`config.mk`:
```
export PLATFORM = sky130hd
export DESIGN_NAME = sup_wdog
export DESIGN_NICKNAME = d
export VERILOG_FILES = /design/src/rtl/wdog_pkg.sv /design/src/rtl/wdog_regs.sv /design/src/rtl/wdog_tick.sv /design/src/rtl/wdog_down.sv /design/src/rtl/wdog_stretch.sv /design/src/rtl/sup_wdog.sv
export SDC_FILE = /design/constraint.sdc
export NUM_CORES = 1
export LEC_CHECK = 0
export BUFFER_PORTS_ARGS = -buffer_cell sky130_fd_sc_hd__buf_2
export CAP_MARGIN = 20
export CORE_MARGIN = 1
export CORE_UTILIZATION = 50
export CTS_CLUSTER_SIZE = 28
export DETAILED_ROUTE_END_ITERATION = 10
export GPL_TIMING_DRIVEN = 0
export PLACE_DENSITY = 0.71
export SLEW_MARGIN = 5
export SYNTH_ARGS = -nofsm -noshare
export SYNTH_HDL_FRONTEND = slang
export SYNTH_HIERARCHICAL = 1
export SYNTH_SLANG_ARGS = --single-unit
```
`constraint.sdc`:
```
create_clock -name clk -period 2.75 [get_ports clk]
set_clock_uncertainty 0.1 [all_clocks]
set_input_delay 0.4125 -clock clk [delete_from_list [all_inputs] [get_ports clk]]
set_output_delay 0.4125 -clock clk [all_outputs]
set_load 0.1 [all_outputs]
```
`src/rtl/wdog_pkg.sv`:
```
package wdog_pkg;
  localparam int DATA_W = 8;
  localparam int ADDR_W = 2;
  localparam logic [ADDR_W-1:0] OFS_CTRL  = 2'd0;
  localparam logic [ADDR_W-1:0] OFS_TOUT  = 2'd1;
  localparam logic [ADDR_W-1:0] OFS_KICK  = 2'd2;
  localparam int B_EN_NORM = 0;
  localparam int B_EN_RECO = 1;
  localparam int B_LOCK    = 2;
  localparam int B_RST_EN  = 6;
  localparam int B_LINE_EN = 7;
  localparam logic [DATA_W-1:0] CTRL_MASK  = 8'hC7;
  localparam logic [DATA_W-1:0] KICK_MAGIC = 8'h6B;
endpackage

```
`src/rtl/wdog_regs.sv`:
```
module wdog_regs
  import wdog_pkg::*;
#(
  parameter int DFLT_TIMEOUT = 10
) (
  input  logic              clk,
  input  logic              rst,
  input  logic              start_en,
  input  logic              wr,
  input  logic              rd,
  input  logic [ADDR_W-1:0] addr,
  input  logic [DATA_W-1:0] wdata,
  input  logic [DATA_W-1:0] cnt,
  output logic [DATA_W-1:0] ctrl,
  output logic [DATA_W-1:0] tout,
  output logic              kick,
  output logic [DATA_W-1:0] rdata
);
  logic [DATA_W-1:0] rd_mux;

  assign kick = wr && (addr == OFS_KICK) && (wdata == KICK_MAGIC);

  always_ff @(posedge clk) begin
    if (rst) begin
      ctrl <= DATA_W'(1 << B_RST_EN) | DATA_W'(start_en);
      tout <= DATA_W'(DFLT_TIMEOUT);
    end else if (wr) begin
      if (addr == OFS_CTRL && !ctrl[B_LOCK]) ctrl <= wdata & CTRL_MASK;
      if (addr == OFS_TOUT) tout <= wdata;
    end
  end

  always_comb begin
    case (addr)
      OFS_CTRL: rd_mux = ctrl;
      OFS_TOUT: rd_mux = tout;
      OFS_KICK: rd_mux = cnt;
      default:  rd_mux = '0;
    endcase
  end

  always_ff @(posedge clk) begin
    if (rst)     rdata <= '0;
    else if (rd) rdata <= rd_mux;
  end
endmodule

```
`src/rtl/wdog_tick.sv`:
```
module wdog_tick #(
  parameter int CLK_HZ = 100_000_000
) (
  input  logic clk,
  input  logic rst,
  input  logic run,
  input  logic restart,
  output logic tick
);
  localparam int PW = (CLK_HZ > 1) ? $clog2(CLK_HZ) : 1;
  localparam logic [PW-1:0] LAST = PW'(CLK_HZ - 1);
  logic [PW-1:0] pre;

  assign tick = run && (pre == LAST);

  always_ff @(posedge clk) begin
    if (rst || restart || !run) pre <= '0;
    else if (pre == LAST)       pre <= '0;
    else                        pre <= pre + 1'b1;
  end
endmodule

```
`src/rtl/wdog_down.sv`:
```
module wdog_down
  import wdog_pkg::*;
#(
  parameter int DFLT_TIMEOUT = 10
) (
  input  logic              clk,
  input  logic              rst,
  input  logic              run,
  input  logic              kick,
  input  logic              tick,
  input  logic [DATA_W-1:0] tout,
  output logic [DATA_W-1:0] cnt,
  output logic              expire
);
  logic fired;

  assign expire = !rst && run && (cnt == '0) && !fired;

  always_ff @(posedge clk) begin
    if (rst) begin
      cnt   <= DATA_W'(DFLT_TIMEOUT);
      fired <= 1'b0;
    end else begin
      if (kick)                    cnt <= tout;
      else if (tick && cnt != '0)  cnt <= cnt - 1'b1;
      if (kick || !run)            fired <= 1'b0;
      else if (expire)             fired <= 1'b1;
    end
  end
endmodule

```
`src/rtl/wdog_stretch.sv`:
```
module wdog_stretch #(
  parameter int LEN = 4
) (
  input  logic clk,
  input  logic rst,
  input  logic start,
  output logic q
);
  localparam int LW = $clog2(LEN + 1);
  logic [LW-1:0] left;

  always_ff @(posedge clk) begin
    if (rst) begin
      left <= '0;
      q    <= 1'b0;
    end else if (start) begin
      left <= LW'(LEN - 1);
      q    <= 1'b1;
    end else if (left != '0) begin
      left <= left - 1'b1;
    end else begin
      q <= 1'b0;
    end
  end
endmodule

```
`src/rtl/sup_wdog.sv`:
```
module sup_wdog
  import wdog_pkg::*;
#(
  parameter int CLK_HZ       = 100_000_000,
  parameter int DFLT_TIMEOUT = 10,
  parameter int PULSE_CYC    = 16
) (
  input  logic        clk,
  input  logic        por_i,
  input  logic        brd_rst_i,
  input  logic        start_en_i,
  input  logic        wr_i,
  input  logic        rd_i,
  input  logic [1:0]  addr_i,
  input  logic [7:0]  wdata_i,
  output logic [7:0]  rdata_o,
  output logic        sys_rst_o,
  output logic        wdt_to_n_o,
  output logic        failsafe_o
);
  localparam int NOUT = 2;

  logic              rst_any;
  logic [DATA_W-1:0] ctrl_q, tout_q, cnt_q;
  logic              kick, tick, run, exp_evt;
  logic [NOUT-1:0]   pulse_go, pulse_q;

  assign rst_any = por_i | brd_rst_i;
  assign run     = ctrl_q[B_EN_NORM] | ctrl_q[B_EN_RECO];

  wdog_regs #(.DFLT_TIMEOUT(DFLT_TIMEOUT)) u_regs (
    .clk(clk), .rst(rst_any), .start_en(start_en_i),
    .wr(wr_i), .rd(rd_i), .addr(addr_i), .wdata(wdata_i),
    .cnt(cnt_q), .ctrl(ctrl_q), .tout(tout_q), .kick(kick), .rdata(rdata_o)
  );

  wdog_tick #(.CLK_HZ(CLK_HZ)) u_tick (
    .clk(clk), .rst(rst_any), .run(run), .restart(kick), .tick(tick)
  );

  wdog_down #(.DFLT_TIMEOUT(DFLT_TIMEOUT)) u_down (
    .clk(clk), .rst(rst_any), .run(run), .kick(kick), .tick(tick),
    .tout(tout_q), .cnt(cnt_q), .expire(exp_evt)
  );

  assign pulse_go[0] = exp_evt & ctrl_q[B_RST_EN];
  assign pulse_go[1] = exp_evt & ctrl_q[B_LINE_EN];

  generate
    for (genvar i = 0; i < NOUT; i++) begin : g_out
      wdog_stretch #(.LEN(PULSE_CYC)) u_str (
        .clk(clk), .rst(por_i), .start(pulse_go[i]), .q(pulse_q[i])
      );
    end
  endgenerate

  assign sys_rst_o  = pulse_q[0];
  assign wdt_to_n_o = ~pulse_q[1];

  always_ff @(posedge clk) begin
    if (por_i)                           failsafe_o <= 1'b0;
    else if (exp_evt && ctrl_q[B_EN_RECO]) failsafe_o <= 1'b1;
  end
endmodule

```
==> flow_summary_export.csv <==
group,metric,value,unit
route,dr.pass1.iters,7,
route,wl,7100,um
pwr,p_per_area,636,nW/um^2
pwr,power_leakage,1.44,nW
worst_setup_path,path_buf_inv,0,
worst_setup_path,setup.worst_path.start_class,"flop",
sta,hold_viol,0,
synth,yosys_warnings,6,
cts,postCtsHoldBufs,0,
finish,multi_input_area,1900,sq um
route,drcViolationCount,2,
worst_setup_path,cpPeakStageDelay,0.51,ns
pwr,p_switching,0.703,mW
sta,setup_violations,0,
route,wl_per_cell,14.0,um
cts,cts.path.max_buffers,2,
cts,cts_tree,"built",
cts,clock-root-buffer,"clkbuf_8",
synth,synth_area,3430,sq um
global_route,grt_antenna_before_repair,0,
route,drtIter0Drc,239,
pwr,power.share.switching,0.281,
place,routabilityCongestion,0.800,
global_route,grt_usage,0.212,
finish,utilization,0.605,
die,ios,27,
finish,nets,448,
place,pre_cts_ws,-0.269,ns
cts,clk_latency,0.34,ns
sta,worst_pin_slew,0.757,ns
finish,seqCellArea,1420,sq um
outcome,status,"complete, but fails checks",
cts,htree_levels,3,
finish,diodes,0,
die,die_w,84.9,um
route,ant_nets,0,
worst_setup_path,worstPathArrival,2.78,ns
cts,clk_pin_slew,0.07,ns
route,via_count,2782,
worst_setup_path,slowest_stage,"or4_1",
worst_setup_path,worstPathCellList,"or4_1, or4_4, nor4_4, and3_4, nor4b_4, nand3_1, mux2i_1, o31ai_1",
die,die_y,84.9,um
synth,synth_area_per_cell,8.94,sq um
pwr,seqPwrFrac,0.467,
worst_setup_path,worst_ep_required_time,2.90,ns
pwr,intPower,1.80,mW
die,die-area,7200,sq um
global_route,grt_max_degree,15,
pwr,pwr-share-clk,0.325,
run,max_cap_viol_count,0,
cts,clock_sinks,70,
sta,slew_viol_final,0,
finish,drive_gt1_frac,0.190,
sta,timing.fmax,0.380,GHz
pwr,vdd_drop_max,0.000567,V
worst_setup_path,end_kind,"flop",
sta,max_slew_margin,0.491,
sta,period_share,0.957,
pwr,power,2.50,mW
die,coreArea,6490,sq um
global_route,grt_pass1_vias,2577,
sta,fin_crit,2.63,ns
synth,syn_inst,384,
global_route,grt.overflow.total,0,
worst_setup_path,critPathMaxFanout,3,
global_route,grt_pass1_wl,12000,um
finish,fillers,565,
worst_setup_path,setup.worst_path.class,"flop to flop",
route,via_per_inst,5.48,
die,initial_core_util,0.529,
pwr,p_comb_frac,0.208,
cts,cts_buffers,9,
min_path,hold_path_class,"input pin to flop",
place,portBuffers,24,
worst_setup_path,path_delay_family,"simple AND/OR/NAND/NOR gates",
outcome,violations,"design-rule violations",
sta,fin_ws,0.119,ns
die,placementRows,29,
finish,syn2layout_area_growth,14.4,%
synth,syn_nets,406,
place,hpwl,5040,um
==> cell type report <==
cell class                      instances  area share
Timing Repair Buffer                   31      0.0433
Tap cell                               77      0.0245
Clock inverter                          3      0.0111
Clock buffer                           13      0.0379
Inverter                               17      0.0162
Buffer                                 14      0.0226
Multi-Input combinational cell        283       0.483
Sequential cell                        70       0.361
==> state kept, by name, indices dropped and copies added (netlist names) <==
register,cells
failsafe_o,1
u_regs/ctrl,5
u_down/fired,1
g_out.u_str/left,10
u_down/cnt,8
u_regs/tout,8
u_regs/rdata,8
g_out.u_str/q,2
u_tick/pre,27
==> timing repair <==
item / CTS / global route
resized for setup: 7 / 2
pin swaps: 6 / 5
endpoints found under the hold margin: 0 / 0
buffers inserted: 5 / 1
setup endpoints to repair: 4 / 16
==> power by group through the flow <==
stage | sequential (mW) | clock [mW] | combinational (mW)
finish | 1.17 | 0.811 | 0.521
global route | 1.18 | 0.878 | 0.591
CTS | 1.17 | 0.832 | 0.520
detailed placement | 1.19 | 0 | 0.516
global placement | 1.19 | 0 | 0.508
floorplan | 1.20 | 0 | 0.407
==> worst reg2reg max path, stage by stage, from the launching register on <==
cell and delay [ns]:
dfxtp_2 0.32, or4_1 0.51, or4_4 0.44, nor4_4 0.17
and3_4 0.24, nor4b_4 0.25, nand3_1 0.14, mux2i_1 0.16
o31ai_1 0.22
==> stage by stage <==
stage / hold slack [ns] / area, sq um / instances / setup TNS (ns)
after floorplan: 0.341 / 3430 / 384 / 0
after global placement: 0.346 / 3650 / 485 / -0.643
after detailed placement: 0.355 / 3650 / 486 / -0.692
after CTS: 0.238 / 3910 / 507 / -0.0292
after global routing: 0.232 / 3930 / 508 / -0.0114
final: 0.238 / 3930 / 508 / 0
==> per-layer routing <==
metal  vias up  GRT usage  routed length, um
met4         0     0.0894                111
met3        10     0.0506                300
met2        59      0.324               3190
met5         -          0                  0
li1       1434          -                  -
met1      1279      0.289               3510
==> cells in the final DEF (no fill, tap or decap), types with 2 or more instances in the layout <==
| cell type | instances |
|---|---|
| nor4b_4 | 3 |
| a31oi_1 | 4 |
| ha_1 | 6 |
| a21oi_1 | 18 |
| nor2_1 | 63 |
| nor2b_1 | 2 |
| xor2_1 | 14 |
| or4b_1 | 2 |
| and3_1 | 4 |
| or3_1 | 4 |
| buf_2 | 30 |
| buf_4 | 6 |
| buf_6 | 4 |
| nand2_1 | 29 |
| nor4_1 | 3 |
| a211oi_1 | 4 |
| nand3b_1 | 4 |
| or2_2 | 4 |
| clkbuf_1 | 7 |
| a22oi_1 | 3 |
| or2b_1 | 2 |
| and2_1 | 2 |
| or2_1 | 7 |
| a311oi_2 | 5 |
| mux2i_1 | 14 |
| dfxtp_1 | 66 |
| inv_1 | 16 |
| nand3_1 | 14 |
| nor3b_1 | 3 |
| nand4b_1 | 2 |
| a311oi_1 | 4 |
| nand4_1 | 10 |
| a211o_1 | 4 |
| a21o_2 | 2 |
| nor3_1 | 13 |
| clkbuf_8 | 10 |
| xnor2_1 | 13 |
| dfxtp_4 | 2 |
==> worst paths after layout <==
path	from	endpoint	slack (ns)	cells after the start
hold reg to reg	failsafe_o$_SDFFE_PP0P_	failsafe_o$_SDFFE_PP0P_	0.37	2
setup / recovery	u_tick/pre[11]$_SDFF_PP0_	u_down/cnt[7]$_SDFFE_PP0P_	0.12	8
setup reg to reg	u_tick/pre[11]$_SDFF_PP0_	u_down/cnt[7]$_SDFFE_PP0P_	0.12	8
hold / removal	wdata_i[4]	u_regs/tout[4]$_SDFFE_PP0P_	0.24	3
No activity file was read; power rests on OpenSTA's default activity.
